[src/rtl/usbc_bringup_pkg.sv]
package usbc_bringup_pkg;

    localparam int DIV_SEL_W = 3;
    localparam int SRC_W     = 2;
    localparam int FSEL_W    = 6;
    localparam int MPLL_W    = 7;
    localparam int ENDIAN_W  = 2;
    localparam int RATE_W    = 2;

    localparam logic [RATE_W-1:0] RATE_100 = 2'd0;
    localparam logic [RATE_W-1:0] RATE_50  = 2'd1;
    localparam logic [RATE_W-1:0] RATE_125 = 2'd2;

    typedef enum logic [4:0] {
        ST_IDLE,
        ST_DIV_RST,
        ST_DIV_CFG,
        ST_DIV_REL,
        ST_REFCLK,
        ST_WAIT_PWR,
        ST_REL_WRAP,
        ST_WAIT_WRAP,
        ST_PORT_PWR,
        ST_REL_HOST,
        ST_WAIT_HOST,
        ST_IFCLK,
        ST_HOST_MODE,
        ST_ENDIAN,
        ST_REL_PHY
    } seq_state_e;

    typedef struct packed {
        logic                 phy_rst;
        logic                 host_rst;
        logic                 wrap_rst;
        logic                 div_rst;
        logic                 hclk_en;
        logic [DIV_SEL_W-1:0] div_sel;
        logic [SRC_W-1:0]     ref_src;
        logic [FSEL_W-1:0]    fsel;
        logic                 div2;
        logic [MPLL_W-1:0]    mpll;
        logic                 ssc_en;
        logic                 ssp_ref_en;
        logic                 hs_pwr;
        logic                 ss_pwr;
        logic                 ifclk_en;
        logic                 dev_mode;
        logic                 pp_en;
        logic                 pp_high;
        logic [ENDIAN_W-1:0]  dma_endian;
        logic [ENDIAN_W-1:0]  csr_endian;
    } ctl_fields_t;

    typedef struct packed {
        logic [RATE_W-1:0] rate_code;
        logic [SRC_W-1:0]  ref_src;
        logic              pwr_present;
        logic              pwr_active_low;
        logic              big_endian;
    } start_cfg_t;

    typedef struct packed {
        seq_state_e  state;
        ctl_fields_t ctl;
        start_cfg_t  cfg;
        logic        done;
        logic        err;
    } seq_regs_t;

    function automatic int hdiv_ratio(input int idx);
        case (idx)
            0:       return 1;
            1:       return 2;
            2:       return 4;
            3:       return 6;
            4:       return 8;
            5:       return 16;
            6:       return 24;
            default: return 32;
        endcase
    endfunction

    function automatic logic [DIV_SEL_W-1:0] pick_hdiv(input int core_mhz,
                                                        input int lo_mhz,
                                                        input int hi_mhz);
        logic [DIV_SEL_W-1:0] sel;
        sel = 3'd7;
        for (int i = 7; i >= 0; i--) begin
            if ((core_mhz / hdiv_ratio(i)) >= lo_mhz &&
                (core_mhz / hdiv_ratio(i)) <= hi_mhz) begin
                sel = DIV_SEL_W'(i);
            end
        end
        return sel;
    endfunction

endpackage

[src/rtl/usbc_refclk_decode.sv]
module usbc_refclk_decode
    import usbc_bringup_pkg::*;
(
    input  logic [RATE_W-1:0] rate_code_i,
    input  logic [SRC_W-1:0]  ref_src_i,
    output logic [MPLL_W-1:0] mpll_o,
    output logic [FSEL_W-1:0] fsel_o,
    output logic              bad_rate_o
);

    logic is_100;

    always_comb begin
        bad_rate_o = 1'b0;
        case (rate_code_i)
            RATE_100: mpll_o = 7'h19;
            RATE_50:  mpll_o = 7'h32;
            RATE_125: mpll_o = 7'h28;
            default: begin
                mpll_o     = 7'h19;
                bad_rate_o = 1'b1;
            end
        endcase
        is_100 = (rate_code_i == RATE_100) || bad_rate_o;
        fsel_o = (is_100 && !ref_src_i[1]) ? 6'h27 : 6'h07;
    end

endmodule

[src/rtl/usbc_portpwr_map.sv]
module usbc_portpwr_map (
    input  logic present_i,
    input  logic active_low_i,
    output logic pp_en_o,
    output logic pp_high_o
);

    always_comb begin
        pp_en_o   = present_i;
        pp_high_o = present_i && !active_low_i;
    end

endmodule

[src/rtl/usbc_wait_timer.sv]
module usbc_wait_timer #(
    parameter int WAIT_CYC = 10
) (
    input  logic clk_i,
    input  logic rst_ni,
    input  logic run_i,
    output logic expired_o
);

    localparam int CNT_W = (WAIT_CYC > 1) ? $clog2(WAIT_CYC) : 1;
    localparam logic [CNT_W-1:0] LAST = CNT_W'(WAIT_CYC - 1);

    logic [CNT_W-1:0] cnt_d, cnt_q;

    always_comb begin
        expired_o = run_i && (cnt_q == LAST);
        cnt_d     = (run_i && !expired_o) ? cnt_q + 1'b1 : '0;
    end

    always_ff @(posedge clk_i or negedge rst_ni) begin
        if (!rst_ni) begin
            cnt_q <= '0;
        end else begin
            cnt_q <= cnt_d;
        end
    end

endmodule

[src/rtl/usbc_bringup_seq.sv]
module usbc_bringup_seq
    import usbc_bringup_pkg::*;
#(
    parameter int WAIT_CYC     = 10,
    parameter int CORE_CLK_MHZ = 800,
    parameter int HCLK_MIN_MHZ = 150,
    parameter int HCLK_MAX_MHZ = 300
) (
    input  logic                 clk_i,
    input  logic                 rst_ni,
    input  logic                 start_i,
    input  logic [RATE_W-1:0]    rate_code_i,
    input  logic [SRC_W-1:0]     ref_src_i,
    input  logic                 pwr_present_i,
    input  logic                 pwr_active_low_i,
    input  logic                 big_endian_i,
    output logic                 phy_rst_o,
    output logic                 host_rst_o,
    output logic                 wrap_rst_o,
    output logic                 div_rst_o,
    output logic                 hclk_en_o,
    output logic [DIV_SEL_W-1:0] div_sel_o,
    output logic [SRC_W-1:0]     ref_src_o,
    output logic [FSEL_W-1:0]    fsel_o,
    output logic                 div2_o,
    output logic [MPLL_W-1:0]    mpll_mul_o,
    output logic                 ssc_en_o,
    output logic                 ssp_ref_en_o,
    output logic                 hs_pwr_o,
    output logic                 ss_pwr_o,
    output logic                 ifclk_en_o,
    output logic                 dev_mode_o,
    output logic                 pp_en_o,
    output logic                 pp_high_o,
    output logic [ENDIAN_W-1:0]  dma_endian_o,
    output logic [ENDIAN_W-1:0]  csr_endian_o,
    output logic                 done_o,
    output logic                 err_o
);

    localparam logic [DIV_SEL_W-1:0] HDIV_SEL =
        pick_hdiv(CORE_CLK_MHZ, HCLK_MIN_MHZ, HCLK_MAX_MHZ);

    seq_regs_t seq_d, seq_q;

    logic [MPLL_W-1:0] dec_mpll;
    logic [FSEL_W-1:0] dec_fsel;
    logic              dec_bad;
    logic              map_pp_en;
    logic              map_pp_high;
    logic              tmr_run;
    logic              tmr_expired;

    usbc_refclk_decode u_refclk (
        .rate_code_i (seq_q.cfg.rate_code),
        .ref_src_i   (seq_q.cfg.ref_src),
        .mpll_o      (dec_mpll),
        .fsel_o      (dec_fsel),
        .bad_rate_o  (dec_bad)
    );

    usbc_portpwr_map u_ppmap (
        .present_i    (seq_q.cfg.pwr_present),
        .active_low_i (seq_q.cfg.pwr_active_low),
        .pp_en_o      (map_pp_en),
        .pp_high_o    (map_pp_high)
    );

    assign tmr_run = (seq_q.state == ST_WAIT_PWR)  ||
                     (seq_q.state == ST_WAIT_WRAP) ||
                     (seq_q.state == ST_WAIT_HOST);

    usbc_wait_timer #(
        .WAIT_CYC (WAIT_CYC)
    ) u_timer (
        .clk_i     (clk_i),
        .rst_ni    (rst_ni),
        .run_i     (tmr_run),
        .expired_o (tmr_expired)
    );

    function automatic seq_regs_t reset_value();
        seq_regs_t r;
        r              = '0;
        r.state        = ST_IDLE;
        r.ctl.dev_mode = 1'b1;
        return r;
    endfunction

    always_comb begin
        seq_d = seq_q;
        unique case (seq_q.state)
            ST_IDLE: begin
                if (start_i) begin
                    seq_d.cfg.rate_code      = rate_code_i;
                    seq_d.cfg.ref_src        = ref_src_i;
                    seq_d.cfg.pwr_present    = pwr_present_i;
                    seq_d.cfg.pwr_active_low = pwr_active_low_i;
                    seq_d.cfg.big_endian     = big_endian_i;
                    seq_d.ctl.phy_rst        = 1'b1;
                    seq_d.ctl.host_rst       = 1'b1;
                    seq_d.ctl.wrap_rst       = 1'b1;
                    seq_d.done               = 1'b0;
                    seq_d.err                = 1'b0;
                    seq_d.state              = ST_DIV_RST;
                end
            end
            ST_DIV_RST: begin
                seq_d.ctl.div_rst = 1'b1;
                seq_d.state       = ST_DIV_CFG;
            end
            ST_DIV_CFG: begin
                seq_d.ctl.div_sel = HDIV_SEL;
                seq_d.ctl.hclk_en = 1'b1;
                seq_d.state       = ST_DIV_REL;
            end
            ST_DIV_REL: begin
                seq_d.ctl.div_rst = 1'b0;
                seq_d.state       = ST_REFCLK;
            end
            ST_REFCLK: begin
                seq_d.ctl.ref_src    = seq_q.cfg.ref_src;
                seq_d.ctl.fsel       = dec_fsel;
                seq_d.ctl.div2       = 1'b0;
                seq_d.ctl.mpll       = dec_mpll;
                seq_d.ctl.ssc_en     = 1'b1;
                seq_d.ctl.ssp_ref_en = 1'b1;
                seq_d.ctl.hs_pwr     = 1'b1;
                seq_d.ctl.ss_pwr     = 1'b1;
                seq_d.err            = dec_bad;
                seq_d.state          = ST_WAIT_PWR;
            end
            ST_WAIT_PWR: begin
                if (tmr_expired) seq_d.state = ST_REL_WRAP;
            end
            ST_REL_WRAP: begin
                seq_d.ctl.wrap_rst = 1'b0;
                seq_d.state        = ST_WAIT_WRAP;
            end
            ST_WAIT_WRAP: begin
                if (tmr_expired) seq_d.state = ST_PORT_PWR;
            end
            ST_PORT_PWR: begin
                seq_d.ctl.pp_en   = map_pp_en;
                seq_d.ctl.pp_high = map_pp_high;
                seq_d.state       = ST_REL_HOST;
            end
            ST_REL_HOST: begin
                seq_d.ctl.host_rst = 1'b0;
                seq_d.state        = ST_WAIT_HOST;
            end
            ST_WAIT_HOST: begin
                if (tmr_expired) seq_d.state = ST_IFCLK;
            end
            ST_IFCLK: begin
                seq_d.ctl.ifclk_en = 1'b1;
                seq_d.state        = ST_HOST_MODE;
            end
            ST_HOST_MODE: begin
                seq_d.ctl.dev_mode = 1'b0;
                seq_d.state        = ST_ENDIAN;
            end
            ST_ENDIAN: begin
                seq_d.ctl.dma_endian = {1'b0, seq_q.cfg.big_endian};
                seq_d.ctl.csr_endian = {1'b0, seq_q.cfg.big_endian};
                seq_d.state          = ST_REL_PHY;
            end
            ST_REL_PHY: begin
                seq_d.ctl.phy_rst = 1'b0;
                seq_d.done        = 1'b1;
                seq_d.state       = ST_IDLE;
            end
            default: begin
                seq_d.state = ST_IDLE;
            end
        endcase
    end

    always_ff @(posedge clk_i or negedge rst_ni) begin
        if (!rst_ni) begin
            seq_q <= reset_value();
        end else begin
            seq_q <= seq_d;
        end
    end

    assign phy_rst_o    = seq_q.ctl.phy_rst;
    assign host_rst_o   = seq_q.ctl.host_rst;
    assign wrap_rst_o   = seq_q.ctl.wrap_rst;
    assign div_rst_o    = seq_q.ctl.div_rst;
    assign hclk_en_o    = seq_q.ctl.hclk_en;
    assign div_sel_o    = seq_q.ctl.div_sel;
    assign ref_src_o    = seq_q.ctl.ref_src;
    assign fsel_o       = seq_q.ctl.fsel;
    assign div2_o       = seq_q.ctl.div2;
    assign mpll_mul_o   = seq_q.ctl.mpll;
    assign ssc_en_o     = seq_q.ctl.ssc_en;
    assign ssp_ref_en_o = seq_q.ctl.ssp_ref_en;
    assign hs_pwr_o     = seq_q.ctl.hs_pwr;
    assign ss_pwr_o     = seq_q.ctl.ss_pwr;
    assign ifclk_en_o   = seq_q.ctl.ifclk_en;
    assign dev_mode_o   = seq_q.ctl.dev_mode;
    assign pp_en_o      = seq_q.ctl.pp_en;
    assign pp_high_o    = seq_q.ctl.pp_high;
    assign dma_endian_o = seq_q.ctl.dma_endian;
    assign csr_endian_o = seq_q.ctl.csr_endian;
    assign done_o       = seq_q.done;
    assign err_o        = seq_q.err;

endmodule

[config.mk]
export PLATFORM = sky130hd
export DESIGN_NAME = usbc_bringup_seq
export DESIGN_NICKNAME = d
export VERILOG_FILES = /design/src/rtl/usbc_bringup_pkg.sv /design/src/rtl/usbc_refclk_decode.sv /design/src/rtl/usbc_portpwr_map.sv /design/src/rtl/usbc_wait_timer.sv /design/src/rtl/usbc_bringup_seq.sv
export SDC_FILE = /design/constraint.sdc
export NUM_CORES = 1
export LEC_CHECK = 0
export BUFFER_PORTS_ARGS = -buffer_cell sky130_fd_sc_hd__buf_4
export CAP_MARGIN = 30
export CORE_ASPECT_RATIO = 1.75
export CORE_MARGIN = 10
export CORE_UTILIZATION = 40
export CTS_BUF_LIST = sky130_fd_sc_hd__clkbuf_2 sky130_fd_sc_hd__clkbuf_4 sky130_fd_sc_hd__clkbuf_8
export DETAILED_ROUTE_END_ITERATION = 16
export GPL_TIMING_DRIVEN = 0
export SLEW_MARGIN = 5
export SYNTH_ARGS = -nofsm -noshare
export SYNTH_HDL_FRONTEND = slang
export SYNTH_SLANG_ARGS = --single-unit
[constraint.sdc]
create_clock -name clk_i -period 2 [get_ports clk_i]
set_input_delay 0.4 -clock clk_i [delete_from_list [all_inputs] [get_ports clk_i]]
set_output_delay 0.4 -clock clk_i [all_outputs]
set_load 0.05 [all_outputs]
==> results of run 1 <==
-- area by class of cell --
cell class	instances	area share [%]
clock inverter	1	0.2214
clock buffer	6	3.376
timing repair buffer	38	12.62
inverter	8	1.328
sequential	36	39.90
tap	51	2.822
multi-input combinational	94	28.89
buffer	33	10.85
-- registers in the layout, indices dropped and copies added, names as in the netlist, 2 cells and up --
signal / count
seq_q: 11
mpll_mul_o: 5
u_timer.cnt_q: 4
fsel_o: 2
ref_src_o: 2
-- power by group through the flow --
stage / combinational [uW] / sequential, uW / clock (uW)
global placement: 2110 / 1160 / 0
floorplan: 1450 / 1330 / 0
detailed placement: 2150 / 1180 / 0
finish: 2120 / 1160 / 481
global route: 2290 / 1210 / 537
CTS: 2150 / 1170 / 509
-- worst max path at each step --
| stage | start | to | slack, ns | cells past startpoint |
|---|---|---|---|---|
| finish | seq_q[46] | pp_en_o | 0.34 | 4 |
| global placement | seq_q[46] | pp_en_o | 0.36 | 4 |
| global route | seq_q[46] | pp_high_o | 0.26 | 4 |
| detailed placement | seq_q[46] | pp_en_o | 0.35 | 4 |
| CTS | seq_q[46] | pp_en_o | 0.33 | 4 |
| floorplan | seq_q[46] | err_o | 0.42 | 5 |
-- routing by layer --
layer	vias up	GRT usage (%)	routed length, um
met5	-	0	0
met4	0	4.167	67
met3	8	3.731	266
met2	44	19.03	2073
met1	601	9.032	1200
li1	622	-	-
-- cells in the mapped netlist (2+ instances only) --
| cell type | count |
|---|---|
| a21oi_1 | 4 |
| buf_4 | 26 |
| buf_6 | 3 |
| clkbuf_1 | 3 |
| dfrtp_1 | 35 |
| ha_1 | 6 |
| inv_1 | 8 |
| mux2_2 | 14 |
| nand2_1 | 8 |
| nand2b_1 | 2 |
| nand3_1 | 2 |
| nor2_1 | 11 |
| nor2b_1 | 2 |
| nor3_1 | 4 |
| o21ai_0 | 9 |
| o31ai_1 | 2 |
-- cells by family (layout without fill, tap and decap cells) --
kind of cell / Yosys count / count (layout)
buffers and inverters: 41 / 86
AND/OR/NAND/NOR: 38 / 38
flip-flops: 36 / 36
AO/OA/AOI/OAI: 24 / 24
multiplexers: 15 / 15
adder cells (fa/ha/maj): 6 / 6
XOR/XNOR: 2 / 2
other: 1 / 9
-- through the flow --
stage / instance area, sq um / setup slack [ns] / power, uW / hold slack, ns / cells
2_1_floorplan: 1831 / 0.4247 / 2775 / 0.1044 / 171
3_3_place_gp: 2180 / 0.3614 / 3272 / 0.3746 / 260
3_5_place_dp: 2180 / 0.3528 / 3334 / 0.3844 / 260
4_1_cts: 2261 / 0.3335 / 3830 / 0.06962 / 267
5_1_grt: 2261 / 0.2566 / 4037 / 0.08620 / 267
6_report: 2261 / 0.3442 / 3765 / 0.06889 / 267
-- worst max-delay path, stage by stage, from the launching register on --
cell and delay [ns]:
dfrtp_1 0.37, buf_6 0.13, or2_2 0.32, nor3_1 0.33, mux2_2 0.38
==> out/metrics.yaml, run 1 <==
grt_max_degree: 37
pin_count: 48
final_cell_mix: "64 x buf_4, 35 x dfrtp_1, 14 x mux2_2"
drtIter0Drc: 27
areaGrowthSynthToFinish_pct: 25.57
fp.dieW_um: 70.72
p_switching_uw: 1729
ys_types: 40
r2r-end: "pp_en_o"
cts_tree: "built"
coreArea_sq_um: 4364
dp_hpwl_mm: 2.886
rr_worst_depth: 4
core.rowCount: 32
yosysTopAreaCell: "dfrtp_1"
ir_drop_mv: 1.124
hold_viol: 0
crit_type: "reg -> reg"
h-tree-depth: 2
n_fill_cell: 407
fp.dieArea_sq_um: 7690
num_antenna_cells: 0
yosys_warnings: 0
post_cts_resized: 0
cts_hold_buf: 0
seq_power_share_pct: 30.8
worst_pin_slew_ns: 0.5909
gp_congestion: 0.8146
wl_per_cell_um: 13.51
clk_latency_ns: 0.28
period_share_pct: 82.79
synth_top_area_share_pct: 48.64
clock-sinks: 36
required_ns: 2.16
p_sw_share_pct: 45.93
period_needed_ns: 1.656
async_reset_ff_share_pct: 100.0
synth_top_family_by_area: "buffers and inverters"
fin_tns_setup_ns: 0
nets: 232
synthCells: 163
final_common_cell: "buf_4"
finish.utilization_pct: 51.81
combPwrFrac_pct: 56.4
ant_nets: 0
io_buffers: 38
start_kind: "flop"
via_count: 1275
die_h_um: 108.8
setup_viol: 0
grt_pass1_vias: 1313
vias_per_cell: 4.775
synth_compound_area_share_pct: 8.687
root_buffer: "clkbuf_8"
firstDrtPassIters: 4
antenna_found_initial: 0
grt-ovfl-total: 0
p_leak_uw: 0.001160
syn_avg_cell_area_sq_um: 11.05
fmax_mhz: 603.9
syn_area_sq_um: 1800
internal_power_uw: 2036
multi_input_area_sq_um: 653.1
cp_max_fo: 9
worst_setup_path_end_kind: "flop"
outcome: "complete, no violations"
synthAdderAreaFrac_pct: 4.170
synthSimpleGateAreaFrac_pct: 11.26
power_density_nw_per_um2: 1665
r2r_start: "seq_q[46]"
synth_area_leaders: "dfrtp_1 49%, buf_4 11%, mux2_2 8.8%, ha_1 4.2%, o21ai_0 2.5%"
cap_viol_max_count: 0
cts_setup_buffers: 0
hold_class: "in -> async"
cts.path.max_buffers: 2
synthXorXnorAreaFrac_pct: 0.9729
start_util_pct: 41.26
ff2ff_setup_slack_ns: 0.34
drive_above_1_share_pct: 43.06
drc_errors: 0
crit_arrival_ns: 1.82
numCtsBuffers: 5
grt_usage_pct: 9.952
grt_pass1_wl_mm: 6.299
ys_seq_elements: 36
power_frac_clock_pct: 12.8
ys.flop_type: "dfrtp_1"
relSlewSlack_pct: 60.05
regArea_sq_um: 902.1
slew_violations: 0
clkTransAtPathRegs_ns: 0.07
totalWireLength_mm: 3.608
finClkSkew_ns: 0.009244
synth_edf_count: 0
rsz0062_at_grt: "no"
seq_area_frac_synth_pct: 50.10
synthMuxAreaShare_pct: 9.312
No activity file was read; power rests on OpenSTA's default activity.
==> run 2: changes to the inputs <==
- clock period: 2 -> 1.55 ns (I/O delays scaled with it)
==> out/metrics.yaml, run 2 (synthesized netlist as in run 1, its figures left out) <==
worst_setup_path_end_kind: "flop"  # unchanged
clkTransAtPathRegs_ns: 0.07  # about the same
pin_count: 48  # unchanged
hold_viol: 0  # unchanged
finClkSkew_ns: 0.008468  # was 0.009244 ns
grt_pass1_wl_mm: 6.389  # was 6.299 mm
fp.dieW_um: 70.72  # unchanged
p_sw_share_pct: 44.08  # was 45.93%
power_uw: 5225  # was 3765 uW
hold_depth: 2
multi_input_area_sq_um: 678.2  # was 653.1 sq um
grt-ovfl-total: 0  # unchanged
h-tree-depth: 2  # unchanged
r2r-end: "err_o"  # was pp_en_o
wl_per_cell_um: 14.04  # was 13.51 um
num_antenna_cells: 0  # unchanged
dp_hpwl_mm: 2.970  # was 2.886 mm
r2r_start: "seq_q[46]"  # unchanged
die_h_um: 108.8  # unchanged
drtIter0Drc: 51  # was 27
via_count: 1291  # was 1275
grt_max_degree: 37  # unchanged
p_switching_uw: 2303  # was 1729 uW
drive_above_1_share_pct: 45.91  # was 43.06%
root_buffer: "clkbuf_8"  # unchanged
worst_pin_slew_ns: 0.5337  # was 0.5909 ns
hold_path_end: "seq_q[7]"
io_buffers: 38  # unchanged
min-delay-start: "rate_code_i[0]"
slew_violations: 0  # unchanged
crit_arrival_ns: 1.69  # was 1.82 ns
start_util_pct: 41.26  # unchanged
coreArea_sq_um: 4364  # unchanged
largest_register: "seq_q"  # unchanged
clk_latency_ns: 0.28  # about the same
gp_congestion: 0.8219  # was 0.8146
n_fill_cell: 420  # was 407
fp.dieArea_sq_um: 7690  # unchanged
vias_per_cell: 4.764  # was 4.775
cts.path.max_buffers: 2  # unchanged
cap_viol_max_count: 0  # unchanged
grt_pass1_vias: 1327  # was 1313
start_kind: "flop"  # unchanged
timing.hold.ws_ns: 0.2542  # was 0.06889 ns
period_share_pct: 97.55  # was 82.79%
grt_usage_pct: 10.26  # was 9.952%
firstDrtPassIters: 4  # unchanged
totalWireLength_mm: 3.804  # was 3.608 mm
nets: 235  # was 232
relSlewSlack_pct: 63.92  # was 60.05%
wl_met2_mm: 2.199  # was 2.073 mm
combPwrFrac_pct: 54.1  # was 56.4%
cp_max_fo: 7  # was 9
outcome: "complete, no violations"  # unchanged
final_common_cell: "buf_4"  # unchanged
fmax_mhz: 661.4  # was 603.9 MHz
wl_met1_mm: 1.378  # was 1.200 mm
ir_drop_mv: 1.544  # was 1.124 mV
rr_worst_depth: 4  # unchanged
drc_errors: 0  # unchanged
seq_power_share_pct: 28.9  # was 30.8%
largest_reg_flops: 11  # unchanged
required_ns: 1.73  # was 2.16 ns
regArea_sq_um: 903.4  # was 902.1 sq um
top_layer: "met4"  # unchanged
power_density_nw_per_um2: 2214  # was 1665 nW/um^2
period_needed_ns: 1.512  # was 1.656 ns
place_area_sq_um: 2180  # unchanged
power_frac_clock_pct: 17.0  # was 12.8%
ant_nets: 0  # unchanged
internal_power_uw: 2922  # was 2036 uW
numCtsBuffers: 5  # unchanged
setup_viol: 0  # unchanged
p_leak_uw: 0.001211  # was 0.001160 uW
cts_tree: "built"  # unchanged
hold_class: "in -> reg"  # was in -> async
ff2ff_setup_slack_ns: 0.04  # was 0.34 ns
clock-sinks: 36  # unchanged
antenna_found_initial: 0  # unchanged
final_cell_mix: "66 x buf_4, 34 x dfrtp_1, 14 x mux2_2"  # was 64 x buf_4, 35 x dfrtp_1, 14 x mux2_2
core.rowCount: 32  # unchanged
areaGrowthSynthToFinish_pct: 31.06  # was 25.57%
final_area_sq_um: 2360  # was 2261 sq um
wl_met3_um: 202  # was 266 um
crit_type: "reg -> reg"  # unchanged
[run 2: worst max-delay path by stage]
stage | to | slack, ns | startpoint | cells past startpoint
final | err_o | 0.04 | seq_q[46] | 4
after global routing | pp_en_o | -0.004 | seq_q[48] | 4
after CTS | u_timer.cnt_q[2] | 0.009 | seq_q[45] | 4
after detailed placement | pp_high_o | -0.14 | seq_q[46] | 4
after global placement | pp_en_o | -0.08 | seq_q[46] | 4
after floorplan | err_o | 0.03 | seq_q[46] | 5
[run 2: layout make-up]
class                   instances  share of cell area, %
plain buffers                  32                  10.02
clock buffers                   7                  4.083
clock inverters                 1                  1.273
inverters                       8                  1.273
multi-input cells              94                  28.74
flip-flops and latches         36                  38.28
well taps                      51                  2.704
repair buffers                 42                  13.63
[run 2: stage by stage]
step / setup TNS (ns) / utilization, % / instances / setup WS, ns
final: 0 / 54.07 / 271 / 0.03799
after global routing: -0.007040 / 54.07 / 271 / -0.003775
after CTS: 0 / 53.21 / 268 / 0.009199
after detailed placement: -0.3517 / 49.94 / 260 / -0.1382
after global placement: -0.1729 / 49.94 / 260 / -0.08103
after floorplan: 0 / - / 171 / 0.02594
[run 2: repair_timing]
action | CTS | global route
resized for setup | 4 | 7
pin swaps | 0 | 2
hold buffers | 1 | 0
cloned | 0 | 1
hold endpoints to repair | 35 | 0
endpoints found under the setup margin | 12 | 8
setup buffers | 0 | 2
[run 2: layer usage]
| layer | GRT usage (%) | up-vias |
|---|---|---|
| met5 | 0 | - |
| met4 | 3.889 | 0 |
| met3 | 4.095 | 2 |
| met2 | 19.09 | 30 |
| met1 | 9.771 | 629 |
| li1 | - | 630 |
[run 2: power by group through the flow]
| stage | clock network (uW) | logic [uW] | registers [uW] |
|---|---|---|---|
| after global routing | 951 | 3050 | 1570 |
| after floorplan | 0 | 1870 | 1710 |
| after detailed placement | 0 | 2780 | 1530 |
| after global placement | 0 | 2720 | 1500 |
| after CTS | 915 | 2790 | 1510 |
| final | 888 | 2830 | 1510 |
[run 2: worst max-delay path, cell delays in order (launching register included)]
cell     delay [ns]
dfrtp_1        0.38
buf_6          0.13
or4b_4         0.58
buf_6          0.16
a31o_1         0.17
==> run 3: changes to the inputs <==
- REMOVE_ABC_BUFFERS: not set -> 1
==> out/metrics.yaml, run 3 (synthesized netlist as in run 1, its figures left out) <==
outcome: "complete, no violations"  # unchanged
period_share_pct: 97.84  # was 97.55%
r2r_start: "seq_q[45]"  # was seq_q[46]
grt-busiest-layer: "met2"  # unchanged
gr-usage-met3_pct: 4.550  # was 4.095%
nets: 210  # was 235
start_util_pct: 41.26  # unchanged
vias_per_cell: 5.098  # was 4.764
antenna_found_initial: 0  # unchanged
combPwrFrac_pct: 52.9  # was 54.1%
fp.dieW_um: 70.72  # unchanged
grt_pass1_wl_mm: 6.630  # was 6.389 mm
via_count: 1254  # was 1291
final_cell_mix: "45 x buf_4, 31 x dfrtp_1, 14 x mux2_2"  # was 66 x buf_4, 34 x dfrtp_1, 14 x mux2_2
cp_cell_sequence: "or4b_4 > mux2_2"  # was buf_6 > or4b_4 > buf_6 > a31o_1
required_ns: 1.71  # was 1.73 ns
hold_class: "in -> reg"  # unchanged
worst_pin_slew_ns: 0.5145  # was 0.5337 ns
ant_nets: 0  # unchanged
gr-usage-met2_pct: 19.54  # was 19.09%
power_frac_clock_pct: 14.7  # was 17.0%
totalWireLength_mm: 4.098  # was 3.804 mm
ir_drop_mv: 1.421  # was 1.544 mV
gp_congestion: 0.8011  # was 0.8219
internal_power_uw: 2526  # was 2922 uW
crit_start: "seq_q[45]"  # was seq_q[46]
areaGrowthSynthToFinish_pct: 19.81  # was 31.06%
drtIter0Drc: 28  # was 51
fin_tns_setup_ns: 0  # unchanged
dp.cells: 227  # was 260
worst_setup_path_end_kind: "flop"  # unchanged
final_area_sq_um: 2157  # was 2360 sq um
power_density_nw_per_um2: 2237  # was 2214 nW/um^2
core.rowCount: 32  # unchanged
final_common_cell: "buf_4"  # unchanged
firstDrtPassIters: 4  # unchanged
slowest_stage: "or4b_4"  # unchanged
setup_viol: 0  # unchanged
num_antenna_cells: 0  # unchanged
io_buffers: 38  # unchanged
crit_arrival_ns: 1.68  # was 1.69 ns
rsz0062_at_grt: "no"
grt-ovfl-total: 0  # unchanged
relSlewSlack_pct: 65.21  # was 63.92%
largest_register: "seq_q"  # unchanged
power_uw: 4826  # was 5225 uW
numCtsBuffers: 5  # unchanged
clk_latency_ns: 0.28  # about the same
pin_count: 48  # unchanged
fp.dieArea_sq_um: 7690  # unchanged
die_h_um: 108.8  # unchanged
cp_max_fo: 8  # was 7
wl_per_cell_um: 16.66  # was 14.04 um
grt_pass1_vias: 1380  # was 1327
drc_errors: 0  # unchanged
clock-sinks: 36  # unchanged
cap_viol_max_count: 0  # unchanged
drive_above_1_share_pct: 41.54  # was 45.91%
final_cells: 246  # was 271
largest_reg_flops: 11  # unchanged
slew_violations: 0  # unchanged
p_leak_uw: 0.001077  # was 0.001211 uW
period_needed_ns: 1.516  # was 1.512 ns
start_kind: "flop"  # unchanged
cts_tree: "built"  # unchanged
crit_type: "reg -> reg"  # unchanged
p_switching_uw: 2300  # was 2303 uW
finClkSkew_ns: 0.008012  # was 0.008468 ns
hold_viol: 0  # unchanged
grt_usage_pct: 10.59  # was 10.26%
cts.path.max_buffers: 2  # unchanged
grt_max_degree: 37  # unchanged
slowest_delay_ns: 0.63  # was 0.58 ns
coreArea_sq_um: 4364  # unchanged
grt_use_met1_pct: 9.702  # was 9.771%
p_sw_share_pct: 47.65  # was 44.08%
root_buffer: "clkbuf_8"  # unchanged
seq_power_share_pct: 32.4  # was 28.9%
place_area_sq_um: 1934  # was 2180 sq um
clkTransAtPathRegs_ns: 0.07  # about the same
h-tree-depth: 2  # unchanged
fmax_mhz: 659.4  # was 661.4 MHz
min-delay-start: "pwr_active_low_i"  # was rate_code_i[0]
dp_hpwl_mm: 2.942  # was 2.970 mm
run 3: cell types whose count changed in the layout (fill, tap and decap cells not counted), sizes merged:
cell | previous run | this run
bufinv | 1 | 0
or4b | 1 | 2
buf | 69 | 47
clkbuf | 11 | 8
run 3: final timing paths:
kind                                 end  slack, ns  cells past startpoint
max                        mpll_mul_o[1]       0.03                      2
min                             seq_q[3]       0.26                      2
max reg2reg                mpll_mul_o[1]       0.03                      2
min reg2reg                   dev_mode_o       0.46                      1
max in group asynchronous      seq_q[47]       0.69                      2
min in group asynchronous     ifclk_en_o       0.52                      2
run 3: final cells by class:
cell class,instances,area (sq um)
fill,414,2207
sequential,36,907.1
multi-input combinational,95,685.7
timing repair buffer,48,372.9
clock buffer,8,97.59
tap,51,63.81
inverter,8,30.03
run 3: power groups by stage:
stage,combinational [uW],clock (uW),sequential [uW]
3_5_place_dp,2300,0,1650
4_1_cts,2570,734,1570
6_report,2550,710,1560
2_1_floorplan,616,0,2430
3_3_place_gp,2230,0,1610
5_1_grt,2710,780,1610
run 3: critical path: cells and delay by family (launching register included):
family | cells | cell delay [ns]
mux | 1 | 0.31
flops | 1 | 0.46
simple gates | 1 | 0.63
run 3: metal layers:
layer / up-vias / part of all wire [%]
met3: 9 / 7.2
met1: 630 / 34
li1: 578 / -
met4: 0 / 2.1
met2: 37 / 56
met5: - / 0
run 3: through the flow:
step	hold slack, ns	setup WS, ns	util (%)
after floorplan	0.01441	-1.164	-
after global placement	0.2784	-0.2447	44.32
after detailed placement	0.2945	-0.2818	44.32
after CTS	0.2485	0.01057	49.31
after global routing	0.2458	0.01221	49.43
final	0.2560	0.03354	49.43
run 3: what timing repair did:
action | in CTS | in global routing
gates resized for setup | 9 | 0
endpoints found under the hold margin | 35 | 0
hold buffers | 1 | 0
setup endpoints to repair | 19 | 4
pin swaps | 1 | 0
setup buffers | 8 | 1
cloned | 1 | 0
